$ cat config.mk
export PLATFORM = sky130hd
export DESIGN_NAME = prio_irq_ctrl
export DESIGN_NICKNAME = d
export VERILOG_FILES = /design/src/rtl/pic_pkg.sv /design/src/rtl/pic_regs.sv /design/src/rtl/pic_arbiter.sv /design/src/rtl/pic_sequencer.sv /design/src/rtl/prio_irq_ctrl.sv
export SDC_FILE = /design/constraint.sdc
export NUM_CORES = 1
export LEC_CHECK = 0
export ABC_AREA = 0
export BUFFER_PORTS_ARGS = -buffer_cell sky130_fd_sc_hd__buf_2
export CAP_MARGIN = 20
export CORE_MARGIN = 5
export CORE_UTILIZATION = 45
export DETAILED_ROUTE_END_ITERATION = 8
export PLACE_DENSITY_LB_ADDON = 0.05
export SLEW_MARGIN = 20
export SYNTH_ARGS = -nofsm -noshare
export SYNTH_HDL_FRONTEND = slang
export SYNTH_SLANG_ARGS = --single-unit
export TNS_END_PERCENT = 5
$ cat constraint.sdc
create_clock -name clk -period 50.5 [get_ports clk]
set_clock_uncertainty 0.2 [all_clocks]
set_input_delay 5.05 -clock clk [delete_from_list [all_inputs] [get_ports clk]]
set_output_delay 5.05 -clock clk [all_outputs]
set_load 0.05 [all_outputs]
$ cat src/rtl/pic_pkg.sv
package pic_pkg;
    localparam int unsigned PRIO_W       = 4;
    localparam int unsigned IDX_W        = 8;
    localparam int unsigned LEVELS       = 1 << PRIO_W;
    localparam int unsigned CFG_EN_BIT   = 8;
    localparam int unsigned CFG_PEND_BIT = 16;

    typedef logic [PRIO_W-1:0] prio_t;
    typedef logic [IDX_W-1:0]  idx_t;

    // A competitor: valid flag, channel index, priority value
    typedef struct packed {
        logic  valid;
        idx_t  idx;
        prio_t prio;
    } cand_t;

    typedef enum logic [1:0] {
        ST_IDLE   = 2'd0,
        ST_ENTRY  = 2'd1,
        ST_ACTIVE = 2'd2
    } seq_state_e;

    // a beats b when a exists and b is absent or strictly less urgent
    function automatic logic more_urgent(input cand_t a, input cand_t b);
        return a.valid && (!b.valid || (a.prio < b.prio));
    endfunction
endpackage

$ cat src/rtl/pic_regs.sv
module pic_regs
    import pic_pkg::*;
#(
    parameter int unsigned NUM_IRQ = 41,
    parameter int unsigned ADDR_W  = 6,
    parameter int unsigned DATA_W  = 32
) (
    input  logic                  clk,
    input  logic                  rst,
    input  logic [NUM_IRQ-1:0]    irq_i,
    input  logic                  reg_valid_i,
    input  logic                  reg_we_i,
    input  logic [ADDR_W-1:0]     reg_addr_i,
    input  logic [DATA_W-1:0]     reg_wdata_i,
    output logic                  reg_ready_o,
    output logic [DATA_W-1:0]     reg_rdata_o,
    input  logic                  clr_vld_i,
    input  idx_t                  clr_idx_i,
    output prio_t [NUM_IRQ-1:0]   prio_o,
    output logic  [NUM_IRQ-1:0]   en_o,
    output logic  [NUM_IRQ-1:0]   pend_o
);
    localparam logic [ADDR_W:0] ADDR_LIMIT = (ADDR_W+1)'(NUM_IRQ);

    prio_t [NUM_IRQ-1:0] prio_q;
    logic  [NUM_IRQ-1:0] en_q;
    logic  [NUM_IRQ-1:0] pend_q;
    logic                ready_q;
    logic                in_range;
    logic                accept;
    logic                unused_wdata;

    assign in_range     = {1'b0, reg_addr_i} < ADDR_LIMIT;
    assign accept       = reg_valid_i && ready_q;
    assign unused_wdata = ^reg_wdata_i;

    always_ff @(posedge clk) begin
        if (rst) begin
            ready_q <= 1'b0;
            prio_q  <= '0;
            en_q    <= '0;
            pend_q  <= '0;
        end else begin
            ready_q <= reg_valid_i && !ready_q;
            if (accept && reg_we_i && in_range) begin
                prio_q[reg_addr_i] <= reg_wdata_i[PRIO_W-1:0];
                en_q[reg_addr_i]   <= reg_wdata_i[CFG_EN_BIT];
            end
            for (int i = 0; i < NUM_IRQ; i++) begin
                if (irq_i[i]) begin
                    pend_q[i] <= 1'b1;
                end else if (clr_vld_i && (clr_idx_i == IDX_W'(i))) begin
                    pend_q[i] <= 1'b0;
                end
            end
        end
    end

    always_comb begin
        reg_rdata_o = '0;
        if (ready_q && in_range) begin
            reg_rdata_o[PRIO_W-1:0]   = prio_q[reg_addr_i];
            reg_rdata_o[CFG_EN_BIT]   = en_q[reg_addr_i];
            reg_rdata_o[CFG_PEND_BIT] = pend_q[reg_addr_i];
        end
    end

    assign reg_ready_o = ready_q;
    assign prio_o      = prio_q;
    assign en_o        = en_q;
    assign pend_o      = pend_q;


    ready_pulse_chk: assert property (@(posedge clk) disable iff (rst)
        ready_q |=> !ready_q);


    pend_set_chk: assert property (@(posedge clk) disable iff (rst)
        (irq_i != '0) |=> ((pend_q & $past(irq_i)) == $past(irq_i)));
endmodule

$ cat src/rtl/pic_arbiter.sv
module pic_arbiter
    import pic_pkg::*;
#(
    parameter int unsigned NUM_IRQ = 41
) (
    input  prio_t [NUM_IRQ-1:0] prio_i,
    input  logic  [NUM_IRQ-1:0] en_i,
    input  logic  [NUM_IRQ-1:0] pend_i,
    output cand_t               best_o
);
    // Ascending scan with strict compare: lower index keeps ties
    always_comb begin
        best_o = '0;
        for (int i = 0; i < NUM_IRQ; i++) begin
            if (en_i[i] && pend_i[i] && (!best_o.valid || (prio_i[i] < best_o.prio))) begin
                best_o.valid = 1'b1;
                best_o.idx   = IDX_W'(i);
                best_o.prio  = prio_i[i];
            end
        end
    end
endmodule

$ cat src/rtl/pic_sequencer.sv
module pic_sequencer
    import pic_pkg::*;
#(
    parameter int unsigned ENTRY_CYCLES = 4
) (
    input  logic  clk,
    input  logic  rst,
    input  cand_t best_i,
    input  logic  exit_i,
    output logic  entry_o,
    output cand_t ent_cand_o,
    output logic  active_o,
    output cand_t act_cand_o,
    output logic  start_o,
    output logic  clr_vld_o,
    output idx_t  clr_idx_o
);
    localparam int unsigned DEPTH = LEVELS;
    localparam int unsigned IW    = $clog2(DEPTH);
    localparam int unsigned SP_W  = IW + 1;
    localparam int unsigned CNT_W = (ENTRY_CYCLES > 1) ? $clog2(ENTRY_CYCLES) : 1;
    localparam logic [CNT_W-1:0] CNT_LAST = CNT_W'(ENTRY_CYCLES - 1);

    seq_state_e        state_q;
    logic [CNT_W-1:0]  cnt_q;
    cand_t             cand_q;
    cand_t             stk_q [DEPTH];
    logic [SP_W-1:0]   sp_q;
    logic              start_q;

    cand_t top_c;
    cand_t below_c;
    cand_t chosen_c;
    logic  last_c;

    always_comb begin
        top_c   = '0;
        below_c = '0;
        if (sp_q != '0)          top_c   = stk_q[IW'(sp_q - SP_W'(1))];
        if (sp_q > SP_W'(1))     below_c = stk_q[IW'(sp_q - SP_W'(2))];
        chosen_c = more_urgent(best_i, cand_q) ? best_i : cand_q;
        last_c   = (cnt_q == CNT_LAST);
    end

    always_ff @(posedge clk) begin
        if (rst) begin
            state_q <= ST_IDLE;
            cnt_q   <= '0;
            cand_q  <= '0;
            sp_q    <= '0;
            start_q <= 1'b0;
            for (int i = 0; i < DEPTH; i++) stk_q[i] <= '0;
        end else begin
            start_q <= 1'b0;
            unique case (state_q)
                ST_IDLE: begin
                    if (best_i.valid) begin
                        state_q <= ST_ENTRY;
                        cand_q  <= best_i;
                        cnt_q   <= '0;
                    end
                end
                ST_ENTRY: begin
                    if (last_c) begin
                        stk_q[IW'(sp_q)] <= chosen_c;
                        sp_q    <= sp_q + SP_W'(1);
                        state_q <= ST_ACTIVE;
                        start_q <= 1'b1;
                    end else begin
                        cand_q <= chosen_c;
                        cnt_q  <= cnt_q + CNT_W'(1);
                    end
                end
                ST_ACTIVE: begin
                    if (exit_i) begin
                        sp_q <= sp_q - SP_W'(1);
                        if (more_urgent(best_i, below_c)) begin
                            state_q <= ST_ENTRY;
                            cand_q  <= best_i;
                            cnt_q   <= '0;
                        end else if (sp_q == SP_W'(1)) begin
                            state_q <= ST_IDLE;
                        end
                    end else if (more_urgent(best_i, top_c)) begin
                        state_q <= ST_ENTRY;
                        cand_q  <= best_i;
                        cnt_q   <= '0;
                    end
                end
                default: state_q <= ST_IDLE;
            endcase
        end
    end

    assign entry_o    = (state_q == ST_ENTRY);
    assign active_o   = (state_q == ST_ACTIVE);
    assign ent_cand_o = cand_q;
    assign act_cand_o = top_c;
    assign start_o    = start_q;
    assign clr_vld_o  = (state_q == ST_ENTRY) && last_c;
    assign clr_idx_o  = chosen_c.idx;


    start_after_entry_chk: assert property (@(posedge clk) disable iff (rst)
        start_q |-> (state_q == ST_ACTIVE) && $past(state_q == ST_ENTRY));


    late_mono_chk: assert property (@(posedge clk) disable iff (rst)
        (state_q == ST_ENTRY) && $past(state_q == ST_ENTRY) |-> (cand_q.prio <= $past(cand_q.prio)));


    nest_order_chk: assert property (@(posedge clk) disable iff (rst)
        (sp_q >= SP_W'(2)) |-> (top_c.prio < below_c.prio));


    idle_empty_chk: assert property (@(posedge clk) disable iff (rst)
        (state_q == ST_IDLE) |-> (sp_q == '0));


    tail_chain_chk: assert property (@(posedge clk) disable iff (rst)
        (state_q == ST_ACTIVE) && exit_i && best_i.valid && (sp_q == SP_W'(1)) |=> (state_q == ST_ENTRY));
endmodule

$ cat src/rtl/prio_irq_ctrl.sv
module prio_irq_ctrl
    import pic_pkg::*;
#(
    parameter int unsigned NUM_IRQ      = 41,
    parameter int unsigned ENTRY_CYCLES = 4,
    parameter int unsigned VEC_BASE     = 16,
    parameter int unsigned VEC_W        = 8,
    parameter int unsigned DATA_W       = 32,
    localparam int unsigned ADDR_W      = (NUM_IRQ > 1) ? $clog2(NUM_IRQ) : 1
) (
    input  logic                clk,
    input  logic                rst,
    input  logic [NUM_IRQ-1:0]  irq_i,
    input  logic                reg_valid_i,
    input  logic                reg_we_i,
    input  logic [ADDR_W-1:0]   reg_addr_i,
    input  logic [DATA_W-1:0]   reg_wdata_i,
    output logic                reg_ready_o,
    output logic [DATA_W-1:0]   reg_rdata_o,
    output logic                entry_o,
    output logic [VEC_W-1:0]    entry_vec_o,
    output logic                start_o,
    output logic                active_o,
    output logic [VEC_W-1:0]    active_vec_o,
    output logic [PRIO_W-1:0]   active_prio_o,
    input  logic                exit_i
);
    prio_t [NUM_IRQ-1:0] prio_w;
    logic  [NUM_IRQ-1:0] en_w;
    logic  [NUM_IRQ-1:0] pend_w;
    cand_t               best_w;
    cand_t               ent_w;
    cand_t               act_w;
    logic                clr_vld_w;
    idx_t                clr_idx_w;
    logic                unused_flags;

    pic_regs #(
        .NUM_IRQ (NUM_IRQ),
        .ADDR_W  (ADDR_W),
        .DATA_W  (DATA_W)
    ) u_regs (
        .clk         (clk),
        .rst         (rst),
        .irq_i       (irq_i),
        .reg_valid_i (reg_valid_i),
        .reg_we_i    (reg_we_i),
        .reg_addr_i  (reg_addr_i),
        .reg_wdata_i (reg_wdata_i),
        .reg_ready_o (reg_ready_o),
        .reg_rdata_o (reg_rdata_o),
        .clr_vld_i   (clr_vld_w),
        .clr_idx_i   (clr_idx_w),
        .prio_o      (prio_w),
        .en_o        (en_w),
        .pend_o      (pend_w)
    );

    pic_arbiter #(
        .NUM_IRQ (NUM_IRQ)
    ) u_arb (
        .prio_i (prio_w),
        .en_i   (en_w),
        .pend_i (pend_w),
        .best_o (best_w)
    );

    pic_sequencer #(
        .ENTRY_CYCLES (ENTRY_CYCLES)
    ) u_seq (
        .clk        (clk),
        .rst        (rst),
        .best_i     (best_w),
        .exit_i     (exit_i),
        .entry_o    (entry_o),
        .ent_cand_o (ent_w),
        .active_o   (active_o),
        .act_cand_o (act_w),
        .start_o    (start_o),
        .clr_vld_o  (clr_vld_w),
        .clr_idx_o  (clr_idx_w)
    );

    assign unused_flags  = ent_w.valid ^ act_w.valid;
    assign entry_vec_o   = entry_o  ? (VEC_W'(ent_w.idx) + VEC_W'(VEC_BASE)) : '0;
    assign active_vec_o  = active_o ? (VEC_W'(act_w.idx) + VEC_W'(VEC_BASE)) : '0;
    assign active_prio_o = active_o ? act_w.prio : '0;
endmodule

==> impl_metrics.json, run 1 <==
{
  "status": "finished, violations left",
  "violations": "setup timing",
  "final_cell_mix": "735 x buf_4, 489 x nor2_1, 342 x nand2_1",
  "netlist_instances": 3807,
  "placed_area_um2": 39000,
  "ir_drop_mv": 0.0300,
  "fill_cells": 6377,
  "use_met2_pct": 51.9,
  "p_comb_share_pct": 25.6,
  "drive_above_1_share_pct": 34.8,
  "drv_cap": 0,
  "dr.pass1.iters": 6,
  "p_leak_nw": 16.2,
  "grt_overflow": 0,
  "ioPinCount": 140,
  "busiest_layer": "met2",
  "setup_tns_ns": -300.21,
  "cp-end-kind": "flop",
  "synthMuxAreaShare_pct": 11.1,
  "syn_to_final_growth_pct": 31.5,
  "critical_path.max_stage_delay_ns": 0.47,
  "synthArstFlopShare_pct": 0,
  "rsz0062_at_grt": "yes",
  "hold_viol": 0,
  "worst_pin_slew_ns": 1.20,
  "drc": 0,
  "rows": 100,
  "synth_compound_area_share_pct": 23.9,
  "cts_root_buffer": "clkbuf_16",
  "ys.flop_type": "dfxtp_1",
  "clk_pin_slew_worst_paths_ns": 0.06,
  "grt_pass1_wl_mm": 197,
  "ys_types": 169,
  "core_um2": 74100,
  "wirelength_mm": 132,
  "finalCritPeriodShare_pct": 103,
  "final_net_count": 4641,
  "grt_max_degree": 135,
  "timing.fmax_ghz": 0.0193,
  "path_class": "reg -> reg",
  "synth_top_family_by_area": "compound AO/OA/AOI/OAI gates",
  "hold_buffers": 0,
  "final_common_cell": "buf_4",
  "synth_simple_gate_area_share_pct": 19.5,
  "cts.sinks": 478,
  "die_area_um2": 79800,
  "final_area_um2": 43900,
  "synthAdderAreaFrac_pct": 3.63,
  "postRouteAntennaNets": 0,
  "crit_arrival_ns": 52.10,
  "die-height_um": 282,
  "cts_tree": "done",
  "clk_latency_ns": 0.63,
  "yosys_register_bits": 478,
  "synth_xor_area_share_pct": 0.629,
  "regArea_um2": 11700,
  "synth.avg_cell_area_um2": 8.78,
  "port_buffers": 86,
  "fin_crit_ns": 51.94,
  "use_met3_pct": 4.80,
  "internal_power_uw": 741,
  "syn_area_um2": 33400,
  "synth-edff-count": 208,
  "maxSlewViolCount": 0,
  "start_util_pct": 45.1,
  "yosysWarnings": 0,
  "grt_use_met1_pct": 43.0,
  "switching_power_uw": 351,
  "routed_via_density": 6.16,
  "cpMaxStageDelayCell": "or4b_4",
  "r2r_slack_ns": -1.44,
  "cts_buffers": 51,
  "worst_setup_path_start_kind": "flop",
  "relSlewSlack_pct": 20.2,
  "setup_violations": 250,
  "required_ns": 50.65,
  "clkPwrFrac_pct": 35.0,
  "antenna_found_initial": 8,
  "swShare_pct": 32.1,
  "wl_per_cell_um": 24.0,
  "crit_path_frequent_cell": "ha_4",
  "synth_sequential_area_ratio_pct": 34.9,
  "cts_max_level": 2,
  "drtIter0Drc": 3498,
  "place_congestion": 0.937,
  "grt.total_usage_pct": 31.5,
  "vias": 33900,
  "multi_input_area_um2": 22000,
  "clockBufferDepth": 3,
  "power.density_nw_per_um2": 24.9,
  "dp_hpwl_mm": 94.2,
  "seq_power_share_pct": 39.4,
  "setup_slack_ns": -1.44,
  "min_path_type": "reg -> reg",
  "die_w_um": 282,
  "grt_pass1_vias": 32700,
  "power.total_mw": 1.09,
  "cp_max_fo": 8
}
## power groups by stage
stage               clock network (mW)  logic [mW]  registers [mW]
detailed placement                   0       0.263           0.439
finish                           0.382       0.279           0.431
global route                     0.402       0.292           0.432
CTS                              0.386       0.271           0.430
global placement                     0       0.261           0.438
floorplan                            0       0.177           0.429
## critical path: cells and delay by family (launching register included)
kind,cells,cell delay (ns)
fa+ha+maj,41,10.34
compound gates,140,23.90
mux,16,4.20
simple gates,79,9.00
buf+inv,39,3.45
flops,1,0.40
## layout make-up
class | instances | share of cell area, %
multi-input cells | 2907 | 50.0
flip-flops and latches | 478 | 26.6
repair buffers | 869 | 15.3
clock buffers | 66 | 3.19
well taps | 969 | 2.76
inverters | 175 | 1.51
clock inverters | 29 | 0.627
diodes | 9 | 0.0513
## state kept, by name (all words and copies together) (netlist names)
name,flops
u_regs.en_o,41
u_regs.pend_o,41
u_regs.prio_o,164
u_regs.reg_ready_o,1
u_seq.cnt_q,2
u_seq.ent_cand_o,13
u_seq.sp_q,5
u_seq.start_o,1
u_seq.state_q,2
u_seq.stk_q,208
## through the flow
stage               hold slack, ns  util (%)  setup slack (ns)  std cells
floorplan                    0.236         -             -2.32       3832
global placement             0.247      52.7             -2.81       5158
detailed placement           0.249      52.7             -3.10       5158
CTS                          0.258      57.5             -1.21       5425
global route                 0.270      59.3             -3.77       5494
finish                       0.262      59.3             -1.44       5502
## path summary, 6_finish.rpt
check                     startpoint            endpoint  cells past startpoint
setup / recovery      u_regs.en_o[0]   u_seq.stk_q[3][5]                    315
hold / removal    u_regs.prio_o[141]  u_regs.prio_o[141]                      2
setup reg to reg      u_regs.en_o[0]   u_seq.stk_q[3][5]                    315
hold reg to reg   u_regs.prio_o[141]  u_regs.prio_o[141]                      2
## per-layer routing
layer | vias to the layer above | routed length (um)
met5 | - | 37
met4 | 4 | 4320
met3 | 244 | 9850
met2 | 1391 | 62300
met1 | 16800 | 55500
li1 | 15500 | -
## cells by family (layout without fill, tap and decap cells)
logic type / Yosys count / in the layout
AND/OR/NAND/NOR: 1415 / 1415
AO/OA/AOI/OAI: 1085 / 1085
adder cells (fa/ha/maj): 102 / 102
flip-flops: 478 / 478
buffers and inverters: 447 / 1139
other: 1 / 35
XOR/XNOR: 24 / 24
multiplexers: 255 / 255
## cells in the mapped netlist, types with 17 or more instances
cell | count | area (um2)
a22oi_1 | 100 | 751
ha_1 | 75 | 938
edfxtp_1 | 208 | 6250
nor2_1 | 520 | 1950
a21oi_1 | 290 | 1450
nand4_1 | 45 | 282
nand3_1 | 212 | 1060
mux4_2 | 85 | 1910
and2_1 | 29 | 181
inv_1 | 174 | 653
a21o_1 | 32 | 240
a221oi_1 | 23 | 201
clkbuf_1 | 158 | 593
buf_1 | 30 | 113
buf_4 | 35 | 263
maj3_1 | 24 | 240
o21ai_0 | 137 | 686
a211oi_1 | 41 | 308
a311oi_1 | 43 | 377
nand2_1 | 370 | 1390
buf_6 | 22 | 248
dfxtp_1 | 270 | 5410
a21o_2 | 17 | 149
o22ai_1 | 38 | 238
o211ai_1 | 33 | 248
a31oi_1 | 34 | 213
nor3_1 | 53 | 265
nand2b_1 | 33 | 206
mux2i_1 | 139 | 1390
## what timing repair did
action	in CTS	in global routing
setup endpoints to repair	250	250
cloned	2	1
gates resized for setup	119	167
pin swaps	144	159
buffers inserted	171	70
Power figures use the tool's default switching activity.
==> run 2: changes to the inputs <==
- clock period: 50.5 -> 48.5 ns (I/O delays scaled with it)
==> impl_metrics.json, run 2 (same netlist as run 1, synthesis figures left out) <==
{
  "worst_setup_path_start_kind": "flop",
  "crit_arrival_ns": 52.35,
  "clk_pin_slew_worst_paths_ns": 0.06,
  "clk_latency_ns": 0.63,
  "power.density_nw_per_um2": 25.8,
  "grt_overflow": 0,
  "reg2reg_to": "u_regs.pend_o[36]",
  "critical_path.max_stage_delay_ns": 0.49,
  "cts_root_buffer": "clkbuf_16",
  "utilization_pct": 59.7,
  "postRouteAntennaNets": 0,
  "place_congestion": 0.956,
  "drive_above_1_share_pct": 35.2,
  "p_leak_nw": 16.2,
  "clockBufferDepth": 3,
  "worst_pin_slew_ns": 1.18,
  "fin_crit_ns": 52.10,
  "start_util_pct": 45.1,
  "violations": "setup timing",
  "setup_slack_ns": -3.60,
  "cts.sinks": 478,
  "status": "finished, violations left",
  "cp-end-kind": "flop",
  "final_cell_mix": "754 x buf_4, 483 x nor2_1, 341 x nand2_1",
  "relSlewSlack_pct": 21.6,
  "cts_max_level": 2,
  "dp.cells": 5177,
  "vias": 33900,
  "grt.total_usage_pct": 31.3,
  "rr_worst_depth": 313,
  "min_to": "u_regs.prio_o[141]",
  "r2r_slack_ns": -3.60,
  "top_register": "u_seq.stk_q",
  "dp_worst_setup_slack_ns": -5.13,
  "whs_ns": 0.259,
  "path_class": "reg -> reg",
  "min_path_type": "reg -> reg",
  "die_area_um2": 79800,
  "finalCritPeriodShare_pct": 107,
  "instances_no_fill": 5520,
  "die_w_um": 282,
  "port_buffers": 86,
  "hold_viol": 0,
  "min_path_cells": 2,
  "grt_pass1_vias": 32700,
  "required_ns": 48.75,
  "rows": 100,
  "syn_to_final_growth_pct": 32.4,
  "routed_via_density": 6.14,
  "ir_drop_mv": 0.0309,
  "cp_max_fo": 7,
  "grt_max_degree": 217,
  "cts_tree": "done",
  "ioPinCount": 140,
  "drtIter0Drc": 3474,
  "final_common_cell": "buf_4",
  "core_um2": 74100,
  "wl_per_cell_um": 23.7,
  "cts_buffers": 52,
  "dp_hpwl_mm": 93.9,
  "power.total_mw": 1.14,
  "dr.pass1.iters": 6,
  "drv_cap": 0,
  "maxSlewViolCount": 0,
  "timing.fmax_ghz": 0.0192,
  "min-delay-start": "u_regs.prio_o[141]",
  "wirelength_mm": 131,
  "grt_pass1_wl_mm": 196,
  "setup_violations": 250,
  "die-height_um": 282,
  "final_net_count": 4657,
  "r2r-start": "u_regs.pend_o[0]",
  "drc": 0,
  "cpMaxStageDelayCell": "or4b_4",
  "crit_path_frequent_cell": "ha_4",
  "largest_register_ffs": 208,
  "antenna_found_initial": 12,
  "hold_buffers": 0,
  "rsz0062_at_grt": "yes"
}
[run 2: power by group]
group          leakage (nW)  total (mW)  switching [mW]  internal, mW
combinational          11.1       0.284           0.169         0.116
sequential             4.34       0.449          0.0185         0.431
clock                 0.826       0.406           0.178         0.228
total                  16.2        1.14           0.365         0.775
[run 2: cell type report]
type	count	area, um2
inverter	175	666
fill	6454	29800
clock inverter	24	290
tap	969	1210
clock buffer	69	1420
timing repair buffer	884	6830
sequential	478	11700
multi-input combinational	2907	22100
antenna	14	35.0
[run 2: layer usage]
layer	share of wire, %	up-vias	global-route usage, %
li1	-	15500	-
met1	41	16700	42.2
met2	47	1393	52.0
met3	7.6	299	4.37
met4	4.0	2	10.6
met5	0.0099	-	0
[run 2: through the flow]
| stage | instance area (um2) | setup TNS, ns |
|---|---|---|
| after global placement | 39200 | -1094.98 |
| after CTS | 43000 | -703.54 |
| after floorplan | 34600 | -1026.49 |
| after global routing | 44200 | -1423.83 |
| final | 44200 | -851.04 |
| after detailed placement | 39200 | -1222.59 |
[run 2: worst max-delay path by stage]
stage | startpoint | to | slack, ns
floorplan | u_regs.en_o[0] | u_regs.pend_o[24] | -4.32
global placement | u_regs.pend_o[0] | u_regs.pend_o[20] | -4.62
detailed placement | u_regs.pend_o[0] | u_regs.pend_o[4] | -5.13
CTS | u_regs.en_o[0] | u_regs.pend_o[34] | -3.05
global route | u_regs.pend_o[0] | u_regs.pend_o[3] | -5.91
finish | u_regs.pend_o[0] | u_regs.pend_o[36] | -3.60
[run 2: repair_timing]
item	4_1_cts	5_1_grt
pin swaps	189	181
hold endpoints to repair	0	0
resized for setup	172	133
gates cloned	2	0
setup endpoints to repair	250	250
buffers inserted	165	71
[run 2: critical path: cells and delay by family (launching register included)]
family,cells,cell delay (ns)
compound gates,133,23.63
fa+ha+maj,39,9.98
simple gates,75,8.93
buf+inv,52,5.10
mux,14,3.60
flops,1,0.41
